File: config.mk
export PLATFORM = sky130hd
export DESIGN_NAME = sio_flag_unit
export DESIGN_NICKNAME = d
export VERILOG_FILES = /design/src/rtl/sio_flag_pkg.sv /design/src/rtl/sio_flag_ctrl.sv /design/src/rtl/sio_flag_dp.sv /design/src/rtl/sio_flag_unit.sv
export SDC_FILE = /design/constraint.sdc
export NUM_CORES = 1
export LEC_CHECK = 0
export CAP_MARGIN = 20
export CORE_MARGIN = 10
export CORE_UTILIZATION = 35
export DETAILED_ROUTE_END_ITERATION = 10
export PLACE_DENSITY = 0.76
export SLEW_MARGIN = 20
export SYNTH_ARGS = -nofsm -noshare
export SYNTH_HDL_FRONTEND = slang
export SYNTH_SLANG_ARGS = --single-unit
export TNS_END_PERCENT = 10
File: constraint.sdc
create_clock -name clk -period 3.9 [get_ports clk]
set_clock_uncertainty 0.05 [all_clocks]
set_input_delay 0.585 -clock clk [delete_from_list [all_inputs] [get_ports clk]]
set_output_delay 0.585 -clock clk [all_outputs]
set_load 0.05 [all_outputs]
File: src/rtl/sio_flag_pkg.sv
package sio_flag_pkg;

  localparam int NUM_SR = 4;
  localparam int SR_TXREQ = 0;
  localparam int SR_RXREQ = 1;
  localparam int SR_RXFULL = 2;
  localparam int SR_CTRLRDY = 3;

  typedef struct packed {
    logic              txEmptyNext;
    logic [NUM_SR-1:0] setVec;
    logic [NUM_SR-1:0] clrVec;
    logic              loadCtrl;
  } flagStrobes_t;

endpackage

File: src/rtl/sio_flag_ctrl.sv
module sio_flag_ctrl
  import sio_flag_pkg::*;
#(
  parameter int DEPTH = 16,
  parameter int CNT_W = $clog2(DEPTH + 1)
) (
  input  logic [CNT_W-1:0] txCount,
  input  logic [CNT_W-1:0] rxCount,
  input  logic [CNT_W-1:0] txMark,
  input  logic [CNT_W-1:0] rxMark,
  input  logic             txEnable,
  input  logic             rxEnable,
  input  logic             rxDataRead,
  input  logic             ctrlRead,
  input  logic             ctrlWrite,
  output flagStrobes_t     strobes
);

  localparam logic [CNT_W-1:0] FULL_LEVEL = CNT_W'(DEPTH);

  logic [CNT_W-1:0] txFree;

  assign txFree = FULL_LEVEL - txCount;

  always_comb begin
    strobes = '0;
    strobes.txEmptyNext = (txCount == '0);
    // transmit request: free space against watermark
    strobes.setVec[SR_TXREQ] = txEnable && (txFree > txMark);
    strobes.clrVec[SR_TXREQ] = !txEnable || (txFree < txMark);
    // receive request: occupancy against watermark
    strobes.setVec[SR_RXREQ] = rxEnable && (rxCount > rxMark);
    strobes.clrVec[SR_RXREQ] = !rxEnable || (rxCount < rxMark);
    // receive full: level sets, read clears
    strobes.setVec[SR_RXFULL] = rxEnable && (rxCount == FULL_LEVEL);
    strobes.clrVec[SR_RXFULL] = !rxEnable || rxDataRead;
    // control word ready: write sets, read clears
    strobes.setVec[SR_CTRLRDY] = rxEnable && ctrlWrite;
    strobes.clrVec[SR_CTRLRDY] = !rxEnable || ctrlRead;
    strobes.loadCtrl = rxEnable && ctrlWrite;
  end

endmodule

File: src/rtl/sio_flag_dp.sv
module sio_flag_dp
  import sio_flag_pkg::*;
#(
  parameter int CTRL_W = 16
) (
  input  logic               clk,
  input  logic               rstN,
  input  flagStrobes_t       strobes,
  input  logic [CTRL_W-1:0]  ctrlWord,
  input  logic [3:0]         intEnable,
  output logic [4:0]         status,
  output logic [CTRL_W-1:0]  ctrlData,
  output logic               txIrq,
  output logic               rxIrq,
  output logic               ctrlIrq
);

  logic              txEmptyQ;
  logic [NUM_SR-1:0] srQ;

  always_ff @(posedge clk) begin
    if (!rstN) txEmptyQ <= 1'b0;
    else       txEmptyQ <= strobes.txEmptyNext;
  end

  // set/clear flags, set has priority
  for (genvar i = 0; i < NUM_SR; i++) begin : g_sr
    always_ff @(posedge clk) begin
      if (!rstN)                  srQ[i] <= 1'b0;
      else if (strobes.setVec[i]) srQ[i] <= 1'b1;
      else if (strobes.clrVec[i]) srQ[i] <= 1'b0;
    end
  end

  always_ff @(posedge clk) begin
    if (!rstN)                 ctrlData <= '0;
    else if (strobes.loadCtrl) ctrlData <= ctrlWord;
  end

  always_ff @(posedge clk) begin
    if (!rstN) begin
      txIrq   <= 1'b0;
      rxIrq   <= 1'b0;
      ctrlIrq <= 1'b0;
    end else begin
      txIrq   <= srQ[SR_TXREQ] & intEnable[0];
      rxIrq   <= srQ[SR_RXREQ] & intEnable[1];
      ctrlIrq <= (srQ[SR_RXFULL] & intEnable[2]) | (srQ[SR_CTRLRDY] & intEnable[3]);
    end
  end

  assign status = {srQ[SR_CTRLRDY], srQ[SR_RXFULL], srQ[SR_RXREQ], srQ[SR_TXREQ], txEmptyQ};

  // interrupt lines follow the registered flags by one clock
  assert_tx_irq_R7: assert property (@(posedge clk) disable iff (!rstN)
    1'b1 |=> txIrq == ($past(srQ[SR_TXREQ]) & $past(intEnable[0])));
  // a load strobe leaves the ready flag set
  assert_load_sets_ready_R6: assert property (@(posedge clk) disable iff (!rstN)
    strobes.loadCtrl |=> srQ[SR_CTRLRDY]);

endmodule

File: src/rtl/sio_flag_unit.sv
module sio_flag_unit
  import sio_flag_pkg::*;
#(
  parameter int DEPTH  = 16,
  parameter int CTRL_W = 16,
  parameter int CNT_W  = $clog2(DEPTH + 1)
) (
  input  logic              clk,
  input  logic              rstN,
  input  logic [CNT_W-1:0]  txCount,
  input  logic [CNT_W-1:0]  rxCount,
  input  logic [CNT_W-1:0]  txMark,
  input  logic [CNT_W-1:0]  rxMark,
  input  logic              txEnable,
  input  logic              rxEnable,
  input  logic [3:0]        intEnable,
  input  logic              rxDataRead,
  input  logic              ctrlRead,
  input  logic              ctrlWrite,
  input  logic [CTRL_W-1:0] ctrlWord,
  output logic [4:0]        status,
  output logic [CTRL_W-1:0] ctrlData,
  output logic              txIrq,
  output logic              rxIrq,
  output logic              ctrlIrq
);

  flagStrobes_t strobes;

  sio_flag_ctrl #(.DEPTH(DEPTH), .CNT_W(CNT_W)) u_ctrl (
    .txCount(txCount), .rxCount(rxCount), .txMark(txMark), .rxMark(rxMark),
    .txEnable(txEnable), .rxEnable(rxEnable), .rxDataRead(rxDataRead),
    .ctrlRead(ctrlRead), .ctrlWrite(ctrlWrite), .strobes(strobes)
  );

  sio_flag_dp #(.CTRL_W(CTRL_W)) u_dp (
    .clk(clk), .rstN(rstN), .strobes(strobes), .ctrlWord(ctrlWord),
    .intEnable(intEnable), .status(status), .ctrlData(ctrlData),
    .txIrq(txIrq), .rxIrq(rxIrq), .ctrlIrq(ctrlIrq)
  );

  // disabled transmitter forces its request low
  assert_tx_gate_R4: assert property (@(posedge clk) disable iff (!rstN)
    !txEnable |=> !status[1]);
  // full level with receiver on keeps full set, even against a read
  assert_full_priority_R5: assert property (@(posedge clk) disable iff (!rstN)
    (rxEnable && rxCount == CNT_W'(DEPTH)) |=> status[3]);
  // equality holds the receive request
  assert_rx_hold_R3: assert property (@(posedge clk) disable iff (!rstN)
    (rxEnable && rxCount == rxMark) |=> status[2] == $past(status[2]));
  // control word captured on write
  assert_ctrl_load_R6: assert property (@(posedge clk) disable iff (!rstN)
    (rxEnable && ctrlWrite) |=> ctrlData == $past(ctrlWord));
  // empty flag tracks the transmit level
  assert_tx_empty_R1: assert property (@(posedge clk) disable iff (!rstN)
    1'b1 |=> status[0] == ($past(txCount) == '0));

endmodule

==> impl_metrics.py <==
metrics = {
    "setup_path": {
        "path_delay_family": "adder cells",
        "path_buf_inv": 3,
        "crit_path_start": "txCount[0]",
        "r2r_cells": 2,
        "worstPathArrival_ns": 2.66,
        "cpMaxStageDelayCell": "clkdlybuf4s50_1",
        "reg2reg_slack_ns": 2.94,
        "worstSetupEndpointType": "flip-flop",
        "startpoint_type": "primary input",
        "required_ns": 4.04,
        "critPathMaxFanout": 3,
        "cp_common_cell": "ha_1",
        "worstSetupPathType": "in2reg",
        "cp.depth": 10,
        "cp_cell_sequence": "clkdlybuf4s50_1 -> inv_1 -> ha_1 -> nor3b_1 -> ha_1 -> inv_1 -> ha_1 -> nand4_1 -> o311ai_0 -> a21oi_1",
        "crit_end": "u_dp.status[1]",
        "cp_slowest_stage_delay_ns": 0.48,
        "worstReg2RegEnd": "u_dp.status[1]",
        "r2r_start": "u_dp.status[1]",
    },
    "synthesis": {
        "synth_top_cell_by_area": "dfxtp_1",
        "syn_nets": 196,
        "yosysMostFrequentCell": "nand2_1",
        "synth_edf_count": 0,
        "syn-cell-area_um2": 1160,
        "avgSynthCellArea_um2": 8.46,
        "synth_ff_type": "dfxtp_1",
        "synth-warning-count": 0,
        "synthCells": 137,
        "ys_top_cells_by_count": "36 x nand2_1, 24 x dfxtp_1, 15 x inv_1, 12 x ha_1, 10 x a21boi_1",
        "ys_seq_area_frac": 0.415,
        "synth_cell_types": 24,
        "synthTopCellsByArea": "dfxtp_1 41%, ha_1 13%, nand2_1 12%, a21boi_1 6.5%, inv_1 4.9%",
        "synthArstFlopShare": 0,
        "ys_ff_latch": 24,
        "synth_top_area_share": 0.415,
    },
    "placed_design": {
        "portBuffers": 70,
        "gp_congestion": 0.807,
        "dp.cells": 245,
        "place_area_um2": 1880,
        "hpwl_um": 3040,
    },
    "die": {
        "coreArea_um2": 3100,
        "die_h_um": 77.5,
        "initial_core_util": 0.373,
        "io_pins": 71,
        "die-area_um2": 6010,
        "die_w_um": 77.5,
        "rows": 20,
    },
    "timing": {
        "finalMaxSlewViolations": 0,
        "fin_hold_ws_ns": 0.408,
        "setup-violations-final": 0,
        "max_slew_margin": 0.562,
        "finalSetupTns_ns": 0,
        "tightest_slew_ns": 0.656,
        "max_freq_mhz": 397,
        "post-route-min-period_ns": 2.52,
        "hold_viol": 0,
        "finalCritPeriodShare": 0.645,
        "rsz0062_at_grt": "no",
    },
    "clock_tree": {
        "clkLatencyLatePin_ns": 0.31,
        "postCtsSetupBuffers": 0,
        "clkTransAtPathRegs_ns": 0.12,
        "htreeDepth": 1,
        "cts_tree": "built",
        "cts_hold_buf": 0,
        "clock-sinks": 24,
        "root_buffer": "clkbuf_4",
        "cts_resized": 0,
        "numCtsBuffers": 3,
        "clk_path_buf_depth": 2,
    },
    "finish": {
        "final_layout_size_suffix_gt1_frac": 0.0195,
        "stdcell_count": 249,
        "design_area_um2": 1910,
        "syn_to_final_growth_pct": 65.0,
        "nets": 265,
        "fin_util": 0.616,
        "num_antenna_cells": 0,
    },
    "pwr": {
        "seqPwrFrac": 0.477,
        "ir_worst_vdd_uv": 136,
        "comb_power_share": 0.287,
        "p_int_uw": 391,
        "powerDensity_nw_per_um2": 285,
        "power_leakage_uw": 0.000783,
        "p_clk_frac": 0.235,
        "switching_power_uw": 155,
        "p_sw_frac": 0.283,
    },
    "status": {
        "outcome": "finished clean",
    },
    "global_route": {
        "grt_overflow": 0,
        "grt_pass1_vias": 1276,
        "grt_pass1_wl_um": 5780,
        "grt_max_degree": 23,
        "grt_antenna_before_repair": 0,
        "gr-usage-all-layers": 0.116,
    },
    "hold_path": {
        "hold_class": "reg2reg",
        "worstHoldStart": "u_dp.ctrlData[6]",
    },
    "job": {
        "maxCapViolations": 0,
    },
    "route": {
        "top_layer": "met4",
        "drtIter0Drc": 55,
        "drc": 0,
        "ant_nets": 0,
        "viasPerCell": 4.61,
        "dr.pass1.iters": 3,
        "wl_met1_um": 1440,
        "wl_met2_um": 1810,
        "vias": 1147,
        "routedWlPerCell_um": 14.2,
        "routed-wl-met3_um": 216,
        "routed_wl_um": 3530,
    },
}
-- through the flow --
stage	total power, uW	setup slack, ns
finish	546	1.38
floorplan	346	1.76
global route	576	1.29
detailed placement	424	1.07
global placement	420	1.21
CTS	553	1.38
-- per-layer routing --
metal / vias up / GRT usage
li1: 586 / -
met3: 6 / 0.0380
met1: 513 / 0.120
met2: 42 / 0.214
met4: 0 / 0.0401
met5: - / 0
-- cell families after synthesis --
kind of cell	Yosys count	share of synthesized area
adder cells (fa/ha/maj)	12	0.130
AND/OR/NAND/NOR	50	0.189
flip-flops	24	0.415
XOR/XNOR	2	0.0151
buffers and inverters	21	0.0821
AO/OA/AOI/OAI	28	0.170
-- flip-flops by register name (all words and copies together), names as in the netlist --
signal / flops
u_dp.ctrlIrq: 1
u_dp.ctrlData: 16
u_dp.txEmptyQ: 1
u_dp.rxIrq: 1
u_dp.txIrq: 1
u_dp.status: 4
-- worst min path at each step --
stage / to / slack, ns / depth (start not counted)
final: u_dp.ctrlData[6] / 0.41 / 2
after global routing: u_dp.ctrlData[7] / 0.44 / 2
after CTS: u_dp.ctrlData[3] / 0.41 / 2
after detailed placement: u_dp.ctrlData[3] / 0.39 / 2
after global placement: u_dp.ctrlData[10] / 0.39 / 2
after floorplan: u_dp.ctrlData[10] / 0.62 / 2
-- cell usage in the layout, fill, tap and decap left out, types with 2 or more instances in the layout --
cell and instances:
clkdlybuf4s50_1 70, nand2_1 36, dfxtp_1 24, inv_1 15
ha_1 12, a21boi_1 10, a21oi_1 7, a21boi_0 6
clkbuf_4 3, nor3b_1 2, xnor2_1 2, and2_1 2
nand4_1 2, o22a_1 2, nor2_1 2, nor2b_1 2
and3_1 2
-- power groups by stage --
stage / registers (uW) / logic [uW] / clock network [uW]
floorplan: 301 / 45.0 / 0
global placement: 266 / 154 / 0
detailed placement: 266 / 158 / 0
CTS: 261 / 158 / 134
global route: 262 / 171 / 143
finish: 261 / 157 / 129
-- worst reg2reg max path: cells and delay by family (launching register included) --
family / cells / cell delay (ns)
AO/OA/AOI/OAI: 2 / 0.45
flip-flops: 1 / 0.35
-- final cells by class --
cell class / count / area, um2
Timing Repair Buffer: 70 / 701
Fill cell: 300 / 1190
Multi-Input combinational cell: 92 / 583
Sequential cell: 24 / 480
Inverter: 15 / 56.3
Tap cell: 44 / 55.1
Clock buffer: 4 / 36.3
No activity file was read; power rests on OpenSTA's default activity.
